### src/rtl/stk_pkg.sv
package stk_pkg;

  typedef enum logic [2:0] {
    OP_NONE  = 3'd0,
    OP_PUSH  = 3'd1,
    OP_POP   = 3'd2,
    OP_RPUSH = 3'd3,
    OP_RPOP  = 3'd4
  } stk_op_e;

  typedef enum logic [1:0] {
    SQ_IDLE  = 2'd0,
    SQ_RPUSH = 2'd1,
    SQ_RPOP  = 2'd2
  } stk_seq_e;

  // One step of the pointer: up by one or down by one, on a 16-bit view
  function automatic logic [15:0] sp_step(input logic [15:0] sp, input logic up);
    return up ? (sp + 16'd1) : (sp - 16'd1);
  endfunction

  // True when sp - n would end below base (or wrap past zero)
  function automatic logic sp_below(input logic [15:0] sp, input logic [1:0] n,
                                    input logic [15:0] base);
    return ({1'b0, sp} < ({1'b0, base} + 17'(n)));
  endfunction

  // Merge a software write into the 16-bit view of the pointer
  function automatic logic [15:0] sp_merge(input logic [15:0] sp, input logic wr_hi,
                                           input logic wr_lo, input logic [7:0] wdata);
    return {wr_hi ? wdata : sp[15:8], wr_lo ? wdata : sp[7:0]};
  endfunction

endpackage

### src/rtl/stk_op_decode.sv
module stk_op_decode #(
  parameter int unsigned IO_AW   = 6,
  parameter logic [5:0]  HI_ADDR = 6'h3E,
  parameter logic [5:0]  LO_ADDR = 6'h3D
) (
  input  logic              op_push,
  input  logic              op_pop,
  input  logic              op_rpush,
  input  logic              op_rpop,
  input  logic [IO_AW-1:0]  io_addr,
  input  logic              io_we,
  input  logic              busy,
  output stk_pkg::stk_op_e  op_sel,
  output logic              sw_wr_hi,
  output logic              sw_wr_lo,
  output logic              sw_wr,
  output logic              multi_hot
);
  import stk_pkg::*;

  logic [3:0] strb;

  assign strb      = {op_rpop, op_rpush, op_pop, op_push};
  assign multi_hot = (strb & (strb - 4'd1)) != 4'd0;
  assign sw_wr_hi  = io_we && (io_addr == IO_AW'(HI_ADDR));
  assign sw_wr_lo  = io_we && (io_addr == IO_AW'(LO_ADDR));
  assign sw_wr     = sw_wr_hi || sw_wr_lo;

  always_comb begin
    op_sel = OP_NONE;
    if (!multi_hot && !sw_wr && !busy) begin
      case (strb)
        4'b0001: op_sel = OP_PUSH;
        4'b0010: op_sel = OP_POP;
        4'b0100: op_sel = OP_RPUSH;
        4'b1000: op_sel = OP_RPOP;
        default: op_sel = OP_NONE;
      endcase
    end
  end

endmodule

### src/rtl/stk_ret_seq.sv
module stk_ret_seq (
  input  logic             clk,
  input  logic             rst_n,
  input  stk_pkg::stk_op_e op_sel,
  input  logic             sw_wr,
  input  logic [7:0]       ret_hi,
  output logic             busy,
  output logic             second_wr,
  output logic             second_rd,
  output logic [7:0]       hi_byte
);
  import stk_pkg::*;

  stk_seq_e state_q;
  logic [7:0] hi_q;

  always_ff @(posedge clk or negedge rst_n) begin
    if (!rst_n) begin
      state_q <= SQ_IDLE;
      hi_q    <= 8'h00;
    end else begin
      case (state_q)
        SQ_IDLE: begin
          if (op_sel == OP_RPUSH) begin
            state_q <= SQ_RPUSH;
            hi_q    <= ret_hi;
          end else if (op_sel == OP_RPOP) begin
            state_q <= SQ_RPOP;
          end
        end
        default: state_q <= SQ_IDLE;
      endcase
    end
  end

  assign busy      = (state_q != SQ_IDLE);
  assign second_wr = (state_q == SQ_RPUSH) && !sw_wr;
  assign second_rd = (state_q == SQ_RPOP) && !sw_wr;
  assign hi_byte   = hi_q;

endmodule

### src/rtl/stk_ptr_reg.sv
module stk_ptr_reg #(
  parameter int unsigned PTR_W    = 11,
  parameter logic [15:0] RAM_TOP  = 16'h04FF,
  parameter logic [15:0] RAM_BASE = 16'h0100
) (
  input  logic             clk,
  input  logic             rst_n,
  input  logic             sw_wr_hi,
  input  logic             sw_wr_lo,
  input  logic [7:0]       wdata,
  input  logic             step_dn,
  input  logic             step_up,
  input  logic             uf_chk,
  input  logic [1:0]       uf_n,
  output logic [15:0]      sp_ext,
  output logic             underflow
);
  import stk_pkg::*;

  localparam logic [PTR_W-1:0] SP_RST = PTR_W'(RAM_TOP);

  logic [PTR_W-1:0] sp_q;
  logic [PTR_W-1:0] sp_d;
  logic             uf_q;
  logic             uf_hit;

  assign sp_ext = 16'(sp_q);
  assign uf_hit = uf_chk && sp_below(sp_ext, uf_n, RAM_BASE);

  always_comb begin
    sp_d = sp_q;
    if (sw_wr_hi || sw_wr_lo)
      sp_d = PTR_W'(sp_merge(sp_ext, sw_wr_hi, sw_wr_lo, wdata));
    else if (step_dn)
      sp_d = PTR_W'(sp_step(sp_ext, 1'b0));
    else if (step_up)
      sp_d = PTR_W'(sp_step(sp_ext, 1'b1));
  end

  always_ff @(posedge clk or negedge rst_n) begin
    if (!rst_n) begin
      sp_q <= SP_RST;
      uf_q <= 1'b0;
    end else begin
      sp_q <= sp_d;
      if (sw_wr_hi || sw_wr_lo)
        uf_q <= 1'b0;
      else if (uf_hit)
        uf_q <= 1'b1;
    end
  end

  assign underflow = uf_q;

endmodule

### src/rtl/stk_ptr_unit.sv
module stk_ptr_unit #(
  parameter int unsigned PTR_W    = 11,
  parameter logic [15:0] RAM_TOP  = 16'h04FF,
  parameter logic [15:0] RAM_BASE = 16'h0100,
  parameter int unsigned IO_AW    = 6,
  parameter logic [5:0]  HI_ADDR  = 6'h3E,
  parameter logic [5:0]  LO_ADDR  = 6'h3D
) (
  input  logic              clk,
  input  logic              rst_n,
  input  logic              op_push,
  input  logic              op_pop,
  input  logic              op_rpush,
  input  logic              op_rpop,
  input  logic [7:0]        push_data,
  input  logic [15:0]       ret_addr,
  input  logic [IO_AW-1:0]  io_addr,
  input  logic              io_we,
  input  logic [7:0]        io_wdata,
  output logic [7:0]        io_rdata,
  output logic [15:0]       sp_o,
  output logic [15:0]       mem_addr,
  output logic              mem_we,
  output logic              mem_re,
  output logic [7:0]        mem_wdata,
  output logic              ret_byte_hi,
  output logic              busy,
  output logic              underflow
);
  import stk_pkg::*;

  stk_op_e     op_sel;
  logic        sw_wr_hi;
  logic        sw_wr_lo;
  logic        sw_wr;
  logic        multi_hot;
  logic        second_wr;
  logic        second_rd;
  logic [7:0]  hi_byte;
  logic [15:0] sp_ext;
  logic [15:0] sp_up;
  logic        uf_chk;
  logic [1:0]  uf_n;

  stk_op_decode #(.IO_AW(IO_AW), .HI_ADDR(HI_ADDR), .LO_ADDR(LO_ADDR)) u_dec (
    .op_push   (op_push),
    .op_pop    (op_pop),
    .op_rpush  (op_rpush),
    .op_rpop   (op_rpop),
    .io_addr   (io_addr),
    .io_we     (io_we),
    .busy      (busy),
    .op_sel    (op_sel),
    .sw_wr_hi  (sw_wr_hi),
    .sw_wr_lo  (sw_wr_lo),
    .sw_wr     (sw_wr),
    .multi_hot (multi_hot)
  );

  stk_ret_seq u_seq (
    .clk       (clk),
    .rst_n     (rst_n),
    .op_sel    (op_sel),
    .sw_wr     (sw_wr),
    .ret_hi    (ret_addr[15:8]),
    .busy      (busy),
    .second_wr (second_wr),
    .second_rd (second_rd),
    .hi_byte   (hi_byte)
  );

  assign uf_chk = (op_sel == OP_PUSH) || (op_sel == OP_RPUSH);
  assign uf_n   = (op_sel == OP_RPUSH) ? 2'd2 : 2'd1;

  stk_ptr_reg #(.PTR_W(PTR_W), .RAM_TOP(RAM_TOP), .RAM_BASE(RAM_BASE)) u_reg (
    .clk       (clk),
    .rst_n     (rst_n),
    .sw_wr_hi  (sw_wr_hi),
    .sw_wr_lo  (sw_wr_lo),
    .wdata     (io_wdata),
    .step_dn   (mem_we),
    .step_up   (mem_re),
    .uf_chk    (uf_chk),
    .uf_n      (uf_n),
    .sp_ext    (sp_ext),
    .underflow (underflow)
  );

  // Address one above the pointer, wrapped to the implemented width
  assign sp_up = 16'(PTR_W'(sp_step(sp_ext, 1'b1)));

  always_comb begin
    mem_we      = 1'b0;
    mem_re      = 1'b0;
    mem_addr    = sp_ext;
    mem_wdata   = 8'h00;
    ret_byte_hi = 1'b0;
    case (op_sel)
      OP_PUSH: begin
        mem_we    = 1'b1;
        mem_wdata = push_data;
      end
      OP_RPUSH: begin
        mem_we    = 1'b1;
        mem_wdata = ret_addr[7:0];
      end
      OP_POP: begin
        mem_re   = 1'b1;
        mem_addr = sp_up;
      end
      OP_RPOP: begin
        mem_re      = 1'b1;
        mem_addr    = sp_up;
        ret_byte_hi = 1'b1;
      end
      default: begin
        if (second_wr) begin
          mem_we    = 1'b1;
          mem_wdata = hi_byte;
        end else if (second_rd) begin
          mem_re   = 1'b1;
          mem_addr = sp_up;
        end
      end
    endcase
  end

  always_comb begin
    if (io_addr == IO_AW'(HI_ADDR))
      io_rdata = sp_ext[15:8];
    else if (io_addr == IO_AW'(LO_ADDR))
      io_rdata = sp_ext[7:0];
    else
      io_rdata = 8'h00;
  end

  assign sp_o = sp_ext;

endmodule

### config.mk
export PLATFORM = sky130hd
export DESIGN_NAME = stk_ptr_unit
export DESIGN_NICKNAME = d
export VERILOG_FILES = /design/src/rtl/stk_pkg.sv /design/src/rtl/stk_op_decode.sv /design/src/rtl/stk_ret_seq.sv /design/src/rtl/stk_ptr_reg.sv /design/src/rtl/stk_ptr_unit.sv
export SDC_FILE = /design/constraint.sdc
export NUM_CORES = 1
export LEC_CHECK = 0
export ABC_AREA = 0
export CAP_MARGIN = 20
export CORE_MARGIN = 3
export CORE_UTILIZATION = 45
export DETAILED_ROUTE_END_ITERATION = 10
export PLACE_DENSITY_LB_ADDON = 0.15
export SYNTH_ARGS = -nofsm -noshare
export SYNTH_HDL_FRONTEND = slang
export SYNTH_SLANG_ARGS = --single-unit
### constraint.sdc
create_clock -name clk -period 4.15 [get_ports clk]
set_input_delay 0.83 -clock clk [delete_from_list [all_inputs] [get_ports clk]]
set_output_delay 0.83 -clock clk [all_outputs]
set_load 0.01 [all_outputs]
======== Word level (Yosys, flattened, before mapping) ========
Cells that the tools add are included.
word-level totals
  bits in registers ....................... 22
  output and inout port bits .............. 53
operators by class
  $add $sub $neg .......................... 4
  $lt $le $gt $ge ......................... 1
  equal/unequal tests ..................... 15
  multiplexer cells ....................... 26
  bitwise logic cells ..................... 1
  reductions and logical operators ........ 22
operators with widths
  cell                                                                      count
  11-bit 2-to-1 mux                                                         5
  8-bit 2-to-1 mux                                                          4
  8-bit case mux with 3 select lines                                        1
  11-bit case mux with 2 select lines                                       1
  11-bit by 17-bit < comparator with 1-bit output                           1
  6-bit equality test (second input constant)                               2
  3-bit case mux with 4 select lines                                        1
  11-bit by 1-bit adder with 11-bit output (second input constant)          1
  11-bit by 1-bit subtractor with 11-bit output (second input constant)     1
  9-bit by 2-bit adder with 10-bit output (first input constant)            1
  2-bit 2-to-1 mux                                                          4
  1-bit logical AND                                                         7
  3-bit by 2-bit equality test with 1-bit output (second input constant)    2
  1-bit 2-to-1 mux                                                          6
  3-bit 2-to-1 mux                                                          2
  2-bit AND reduction                                                       3
  4-bit bitwise AND                                                         1
  4-bit by 1-bit equality test with 1-bit output (second input constant)    1
  4-bit by 2-bit equality test with 1-bit output (second input constant)    1
  4-bit by 3-bit equality test with 1-bit output (second input constant)    1
  4-bit equality test (second input constant)                               1
  2-bit by 1-bit inequality test with 1-bit output (second input constant)  2
  1-bit case mux with 2 select lines                                        2
  2-bit nonzero test                                                        2
  other kinds (12)                                                          16

======== Longest topological paths before layout ========
Gate-level depths: netlist (run 1).
  depth after elaboration ................. 14
  depth in mapped cells ................... 10
  gate-level depth less buffers ........... 8

======== Hierarchy ========
A second synthesis (run 1) with hierarchy kept.
second synthesis, totals
  cell total of the unflattened synthesis .. 255
  area total of the unflattened synthesis .. 2349.8 um2
by module, submodules not included
  module         instances  cells an instance  area an instance (um2)  sequential area each (um2)
  stk_ptr_reg    1          137                1194.9                  311.5
  stk_ptr_unit   1          75                 609.3                   0.0
  stk_ret_seq    1          26                 427.9                   250.2
  stk_op_decode  1          17                 117.6                   0.0

======== Least setup slack after synthesis (run 1) ========
Ideal clock, no wire load.
  kind .................................... input port to output port
  start point ............................. input port io_addr[0]
  end point ............................... output port mem_addr[6]
  data arrival time ....................... 2.469 ns
  data required time ...................... 3.320 ns
  slack ................................... 0.851 ns
  stages .................................. 8
  path buffers ............................ 3
  cells stage by stage .................... clkbuf_1 > xor2_1 > and3_1 > clkbuf_1 > nor3_1 > clkbuf_1 > nand3_1 > xnor2_1
on the way
  longest elaborated chain between the ends .. 10
  elaborated cells between the ends (all ways) .. 20
  classes of those cells .................. eq/ne: 6; mux: 4; reduce/logical: 10
RTL lines
  what                                                                          RTL line                                                   text
  from (decl)                                                                   stk_ptr_unit.sv:17                                         input logic [IO_AW-1:0] io_addr,
  6-bit equality test, on equally long branches                                 stk_op_decode.sv:25, stk_op_decode.sv:26
  1-bit logical AND, on equally long branches                                   stk_op_decode.sv:25, stk_op_decode.sv:26
  1-bit logical OR (*)                                                          stk_op_decode.sv:27                                        assign sw_wr = sw_wr_hi || sw_wr_lo;
  1-bit zero test (*)                                                           stk_op_decode.sv:31, stk_ret_seq.sv:37, stk_ret_seq.sv:38
  1-bit logical AND (2 in series)                                               stk_op_decode.sv:31                                        if (!multi_hot && !sw_wr && !busy) begin
  3-bit 2-to-1 mux                                                              stk_op_decode.sv:31
  3-bit by 2-bit equality test with 1-bit output, or another cell as far along  stk_ptr_unit.sv:98                                         case (op_sel)
  2-bit OR reduction (no source line)                                           --
  11-bit case mux with 2 select lines (*)                                       stk_ptr_unit.sv:98
  to (decl)                                                                     stk_ptr_unit.sv:22                                         output logic [15:0] mem_addr,
Every way passes the cells marked *; elsewhere a longest branch is shown, timed or not.

======== Worst setup path after layout (run 1) ========
  start point ............................. input port op_rpush
  end point ............................... output port mem_wdata[7]
on the way
  longest elaborated chain between the ends .. 10
  elaborated cells between the ends (all ways) .. 18
  classes of those cells .................. add/sub: 1; eq/ne: 8; mux: 3; bitwise: 1; reduce/logical: 5
RTL lines
  what                                                                                          RTL line             text
  from (decl)                                                                                   stk_ptr_unit.sv:13   input logic op_rpush,
  4-bit by 1-bit subtractor with 4-bit output                                                   stk_op_decode.sv:24  assign multi_hot = (strb & (strb - 4'd1)) != 4'd0;
  4-bit bitwise AND                                                                             stk_op_decode.sv:24
  4-bit nonzero test                                                                            stk_op_decode.sv:24
  1-bit zero test                                                                               stk_op_decode.sv:31
  1-bit logical AND (2 in series)                                                               stk_op_decode.sv:31
  3-bit 2-to-1 mux (*)                                                                          stk_op_decode.sv:31
  3-bit by 2-bit equality test with 1-bit output / 3-bit equality test (equally long branches)  stk_ptr_unit.sv:98
  2-bit OR reduction (no source line)                                                           --
  8-bit case mux with 3 select lines (*)                                                        stk_ptr_unit.sv:98
  to (decl)                                                                                     stk_ptr_unit.sv:25   output logic [7:0] mem_wdata,
Marks and branches as above.

==> results.py, run 1 <==
metrics = {
    "run_status": {
        "status": "completed",
    },
    "floorplan": {
        "floorplan.initialDensity_pct": 48.79,
        "placementRows": 23,
        "ios": 98,
        "dieArea_mm2": 0.005367,
        "die_h_um": 73.26,
        "die_w_um": 73.26,
        "coreArea_mm2": 0.004173,
    },
    "sta": {
        "setup_viol_count_final": 0,
        "rsz0062_at_grt": "no",
        "relSlewSlack_pct": 62.49,
        "tightestPinTransition_ns": 0.5606,
        "min_period_ns": 3.973,
        "whs_ns": 0.4920,
        "fmax_ghz": 0.2517,
        "skew_ns": 0.0006638,
        "report.final.slew_viol_count": 0,
        "finalCritPeriodShare_pct": 95.73,
        "hold_violations": 0,
        "tns_ns": 0,
    },
    "cells_and_area": {
        "antenna_cells": 0,
        "nets": 394,
        "syn_to_final_growth_pct": 49.72,
        "fin_cells": 395,
        "fillers": 327,
        "drive_gt1_share_pct": 11.59,
    },
    "pwr": {
        "p_leak_nw": 1.297,
        "p_total_w": 0.001323,
        "ir_drop_mv": 0.4010,
        "p_per_area_mw_per_mm2": 434.1,
    },
    "yosys": {
        "synth_flop_cell": "dfrtp_1",
        "synth_edf_count": 0,
        "synthCells": 260,
        "ys_types": 54,
        "async_reset_ff_share_pct": 100.0,
        "syn_area_per_cell_um2": 7.830,
        "netlist_area_mm2": 0.002036,
        "yosysWarnings": 0,
        "synth-seq-cells": 22,
        "seq_area_frac_synth_pct": 27.60,
    },
    "min_path": {
        "hp-class": "flop to flop",
    },
    "clock_tree": {
        "hold_buffers": 0,
        "cts_htree_levels": 1,
        "cts.sinks": 22,
        "cts_tree": "done",
        "cts_setup_buffers": 0,
        "cts_resized": 0,
        "cts_buffers": 3,
        "cts.clk_slew.worst_paths_ns": 0.08,
        "cts_root_buf": "clkbuf_8",
        "cts.path.max_buffers": 2,
        "clock_latency_ns": 0.26,
    },
    "routing": {
        "vias_per_cell": 5.742,
        "wl_um": 6011,
        "drtIter0Drc": 189,
        "wl_per_cell_um": 15.22,
        "dr.pass1.iters": 7,
        "drc_errors": 0,
        "vias": 2268,
        "drtAntennaViolNets": 0,
    },
    "worst_setup_path": {
        "slowest_delay_ns": 0.55,
        "path_common_cell": "clkdlybuf4s50_1",
        "cp-end-kind": "output port",
        "worst_ep_required_time_ns": 3.32,
        "start_kind": "input port",
        "critPathKind": "input port to output port",
        "cp.arrival_ns": 3.14,
        "cp_slowest_cell": "clkdlybuf4s50_1",
        "crit_chain": "clkdlybuf4s50_1, xnor2_1, or4_1, nor3b_4, buf_12, a222oi_1, inv_1, clkdlybuf4s50_1",
        "critical_path.max_fanout": 19,
    },
    "global_routing": {
        "gr-total-overflow": 0,
        "grt_use_met1_pct": 33.33,
        "grt_usage_pct": 22.33,
        "grt_pass1_wl_um": 9515,
        "top_usage_layer": "met2",
        "grt_start_max_net_pins": 23,
        "grt_util_met3_pct": 2.736,
        "grtUsageMet2_pct": 33.86,
        "grt_pass1_vias": 1979,
        "antenna_found_initial": 0,
    },
    "job": {
        "drv_cap": 0,
    },
    "place": {
        "hpwl_um": 4615,
        "dp_cells": 390,
        "port_buffers": 87,
        "place_congestion": 0.8209,
    },
}
critical path, delay by kind of cell:
kind                      cells  cell delay [ns]
AOI/OAI and AO/OA             1             0.10
xor gates and xnor gates      1             0.17
buffers and inverters         4             1.27
and+or+nand+nor               2             0.76
synth_stat cells, types with 2 or more instances:
master / instances / area [um2]
a22oi_1: 6 / 45.04
o21ai_0: 8 / 40.04
nand2b_1: 2 / 12.51
a222oi_1: 8 / 80.08
o22a_1: 7 / 61.31
dfstp_2: 9 / 236.5
mux2i_1: 2 / 20.02
a31oi_1: 5 / 31.28
o21ba_2: 3 / 30.03
inv_1: 12 / 45.04
buf_4: 11 / 82.58
or3_1: 3 / 18.77
nor4_1: 4 / 25.02
xnor2_1: 10 / 87.58
nor2b_1: 3 / 18.77
nor3_1: 6 / 30.03
and2_1: 2 / 12.51
ha_1: 3 / 37.54
a21oi_1: 8 / 40.04
dfrtp_1: 13 / 325.3
buf_2: 2 / 10.01
o22ai_1: 2 / 12.51
o2bb2ai_1: 6 / 52.55
nor2_1: 17 / 63.81
nand3_1: 11 / 55.05
o21bai_1: 3 / 22.52
nand2_1: 38 / 142.6
o31ai_1: 2 / 15.01
and3_2: 2 / 15.01
clkbuf_1: 15 / 56.30
and3_1: 8 / 50.05
buf_6: 2 / 22.52
xor2_1: 6 / 52.55
cell usage in the layout, fill, tap and decap left out, types with 9 or more instances in the layout:
cell type / count
inv_1: 12
dfrtp_1: 13
clkdlybuf4s50_1: 87
nor2_1: 17
dfstp_2: 9
xnor2_1: 10
nand2_1: 38
conb_1: 10
nand3_1: 11
buf_4: 12
final cells by class:
class                   count  area [um2]  area share (%)
inverters                  13       48.80           1.601
well taps                  50       62.56           2.053
flip-flops and latches     22       561.8           18.43
multi-input cells         204        1287           42.24
clock buffers               3       41.29           1.355
repair buffers            102        1016           33.33
clock inverters             1       30.03          0.9852
per-layer routing:
layer	up-vias	share of wire (%)
met5	-	0
met1	1083	45
met4	0	0.35
met3	2	9.3
li1	1089	-
met2	94	46
metrics by stage:
stage                     utilization, %  instance area [um2]  setup slack (ns)
final                              73.04                 3048            0.1772
after global routing               73.04                 3048           0.08418
after CTS                          72.68                 3033            0.1589
after detailed placement           70.97                 2962            0.1778
after global placement             70.97                 2962            0.2482
after floorplan                        -                 2069            0.8510
state kept, by name, summed over array words and instances, names as in the netlist:
register	flops
u_seq.state_q	2
u_reg.sp_q	11
u_seq.hi_byte	8
u_reg.underflow	1
path summary, 6_finish.rpt:
kind                            slack, ns  cells past startpoint                            to                         start
worst min register to register       0.49                      2  u_seq.hi_byte[7]$_DFFE_PN0P_  u_seq.hi_byte[7]$_DFFE_PN0P_
min in group asynchronous            0.84                      1  u_seq.hi_byte[1]$_DFFE_PN0P_                         rst_n
worst min-delay path                 0.49                      2  u_seq.hi_byte[7]$_DFFE_PN0P_  u_seq.hi_byte[7]$_DFFE_PN0P_
max in group asynchronous            2.78                      2     u_reg.sp_q[6]$_DFFE_PN1P_                         rst_n
worst max register to register       1.60                      9   u_reg.underflow$_DFFE_PN0P_  u_seq.state_q[0]$_DFFE_PN0P_
worst max-delay path                 0.18                      8                  mem_wdata[7]                      op_rpush
kinds of logic (layout without fill, tap and decap cells):
logic type,after synthesis,after routing,share of synthesized area (%)
multiplexers,2,2,0.9834
adder cells (fa/ha/maj),3,3,1.844
XOR/XNOR,16,16,6.884
buffers and inverters,43,119,10.82
other,1,10,0.1842
AND/OR/NAND/NOR,108,108,27.23
flip-flops,22,22,27.60
AO/OA/AOI/OAI,65,65,24.46
power breakdown:
| part | total (W) | internal [W] | switching [W] |
|---|---|---|---|
| Combinational | 0.000648 | 0.000376 | 0.000272 |
| Clock | 0.000203 | 0.000129 | 0.0000744 |
| Sequential | 0.000472 | 0.000317 | 0.000154 |
(Power assumes the default switching activity.)
==> run 2, diff against run 1 <==
==> constraint.sdc (replaced) <==
create_clock -name clk -period 4.15 [get_ports clk]
set_input_delay 1.0375 -clock clk [delete_from_list [all_inputs] [get_ports clk]]
set_output_delay 1.0375 -clock clk [all_outputs]
set_load 0.01 [all_outputs]
==> results.py, run 2 (synthesis results as in run 1) <==
metrics = {
    "run_status": {
        "status": "completed",
    },
    "pwr": {
        "p_per_area_mw_per_mm2": 411.1,
        "ir_drop_mv": 0.3888,
        "swShare_pct": 38.29,
        "power_frac_seq_pct": 36.2,
        "p_total_w": 0.001304,
        "p_comb_share_pct": 48.3,
        "p_sw_w": 0.0004992,
        "p_clk_share_pct": 15.5,
        "p_leak_nw": 1.499,
        "power.internal_w": 0.0008044,
    },
    "worst_setup_path": {
        "crit_start": "op_pop",
        "worst_ep_required_time_ns": 3.11,
        "r2r_cells": 11,
        "crit_chain": "clkdlybuf4s50_1, buf_4, xor2_2, a21oi_2, nor3_2, clkdlybuf4s15_2, nand2_1, nor2_1, xor2_1, dlygate4sd2_1",
        "slowest_delay_ns": 0.48,
        "cp-end-kind": "output port",
        "crit_cells": 10,
        "start_kind": "input port",
        "cp_slowest_cell": "clkdlybuf4s50_1",
        "crit_family": "buffers and inverters",
        "critical_path.max_fanout": 7,
        "critPathCapture": "mem_addr[5]",
        "rr_endpoint": "u_reg.underflow$_DFFE_PN0P_",
        "cp.arrival_ns": 3.02,
        "r2r_start": "u_seq.state_q[0]$_DFFE_PN0P_",
        "reg2reg_slack_ns": 1.41,
        "crit_buf_inv": 4,
        "critPathKind": "input port to output port",
    },
    "global_routing": {
        "grt_start_max_net_pins": 23,
        "grt_pass1_wl_um": 9811,
        "antenna_found_initial": 0,
        "grt_pass1_vias": 2199,
        "gr-total-overflow": 0,
        "grt_usage_pct": 22.87,
    },
    "sta": {
        "report.final.slew_viol_count": 0,
        "setup_viol_count_final": 0,
        "skew_ns": 0.002076,
        "whs_ns": 0.4965,
        "hold_violations": 0,
        "min_period_ns": 4.053,
        "relSlewSlack_pct": 32.89,
        "worst_slack_ns": 0.09688,
        "finalCritPeriodShare_pct": 97.67,
        "tightestPinTransition_ns": 1.003,
        "fmax_ghz": 0.2467,
    },
    "routing": {
        "vias": 2336,
        "drc_errors": 0,
        "vias_per_cell": 5.740,
        "dr.pass1.iters": 5,
        "wl_um": 6316,
        "drtAntennaViolNets": 0,
        "drtIter0Drc": 201,
        "wl_per_cell_um": 15.52,
    },
    "cells_and_area": {
        "layout_commonest_cell": "clkdlybuf4s50_1",
        "largest_register": "u_reg.sp_q",
        "fin_cells": 407,
        "nets": 406,
        "multi_input_comb_area_mm2": 0.001331,
        "antenna_cells": 0,
        "syn_to_final_growth_pct": 55.75,
        "largest_reg_flops": 11,
        "drive_gt1_share_pct": 17.65,
        "seqCellArea_um2": 561.8,
        "fillers": 321,
        "layout_common_cells": "clkdlybuf4s50_1, nand2_1, buf_4",
    },
    "clock_tree": {
        "cts_root_buf": "clkbuf_8",
        "cts_buffers": 3,
        "cts.path.max_buffers": 2,
        "cts_htree_levels": 1,
        "cts_tree": "done",
        "clock_latency_ns": 0.26,
        "cts.clk_slew.worst_paths_ns": 0.08,
        "cts.sinks": 22,
        "hold_buffers": 0,
    },
    "place": {
        "place_congestion": 0.8094,
        "port_buffers": 87,
        "dp_cells": 400,
        "hpwl_um": 4754,
        "pre_cts_ws_ns": -0.1977,
    },
    "job": {
        "drv_cap": 0,
    },
    "min_path": {
        "hp-class": "flop to flop",
    },
    "floorplan": {
        "ios": 98,
        "coreArea_mm2": 0.004173,
        "dieArea_mm2": 0.005367,
        "floorplan.initialDensity_pct": 48.79,
        "placementRows": 23,
        "die_h_um": 73.26,
        "die_w_um": 73.26,
    },
}
-- run 2: changes by cell type in the layout (fill, tap and decap cells not counted), moves of 2 or more --
cell,delta
buf_4,+12
clkbuf_2,+2
clkdlybuf4s50_1,-21
dlygate4sd2_1,+9
dlymetal6s2s_1,+9
nor2_1,-2
nor2_2,+2
xor2_1,-2
xor2_2,+2
-- run 2: how the worst min path moves through the flow --
| stage | from | endpoint | cells past startpoint |
|---|---|---|---|
| after floorplan | u_seq.hi_byte[0]$_DFFE_PN0P_ | u_seq.hi_byte[0]$_DFFE_PN0P_ | 2 |
| after global placement | u_seq.hi_byte[2]$_DFFE_PN0P_ | u_seq.hi_byte[2]$_DFFE_PN0P_ | 2 |
| after detailed placement | u_seq.hi_byte[6]$_DFFE_PN0P_ | u_seq.hi_byte[6]$_DFFE_PN0P_ | 2 |
| after CTS | u_seq.hi_byte[7]$_DFFE_PN0P_ | u_seq.hi_byte[7]$_DFFE_PN0P_ | 2 |
| after global routing | u_seq.hi_byte[7]$_DFFE_PN0P_ | u_seq.hi_byte[7]$_DFFE_PN0P_ | 2 |
| final | u_seq.hi_byte[7]$_DFFE_PN0P_ | u_seq.hi_byte[7]$_DFFE_PN0P_ | 2 |
-- run 2: power by group through the flow --
stage                     Clock [W]  Combinational (W)  Sequential, W
after floorplan                   0           0.000365       0.000410
after global placement            0           0.000634       0.000464
after detailed placement          0           0.000645       0.000468
after CTS                  0.000205           0.000638       0.000465
after global routing       0.000215           0.000688       0.000487
final                      0.000202           0.000629       0.000472
-- run 2: through the flow --
step	cell area [um2]	TNS (ns)	util, %
after floorplan	2069	0	-
after global placement	3024	-1.134	72.47
after detailed placement	3024	-1.497	72.47
after CTS	3120	0	74.78
after global routing	3171	-0.02169	75.98
final	3171	0	75.98
-- run 2: metal layers --
metal  wire length, um  track usage (%)  vias up
met5                 0                0        -
met1              2593            31.39     1114
met4                36            5.123        0
met2              3073            38.73      107
met3               613            2.326        4
li1                  -                -     1111
-- run 2: worst reg2reg max path: stages (launching register included) --
cell     delay (ns)
dfrtp_1        0.45
or2_1          0.33
or4_4          0.55
nor3b_4        0.24
buf_12         0.15
buf_4          0.12
buf_4          0.13
inv_2          0.09
ha_1           0.27
o21ai_0        0.07
nand3_1        0.09
a31oi_1        0.19
-- run 2: area by class of cell --
type | count | area share [%]
clock buffer | 3 | 1.302
clock inverter | 1 | 0.9471
inverter | 13 | 1.539
multi-input combinational | 204 | 41.99
sequential | 22 | 17.72
tap | 50 | 1.973
timing repair buffer | 114 | 34.53
-- run 2: timing repair --
item / in CTS / in global routing
resized for setup: 18 / 18
buffers inserted: 2 / 0
pin swaps: 3 / 6
endpoints found under the setup margin: 12 / 14
gates cloned: 0 / 1
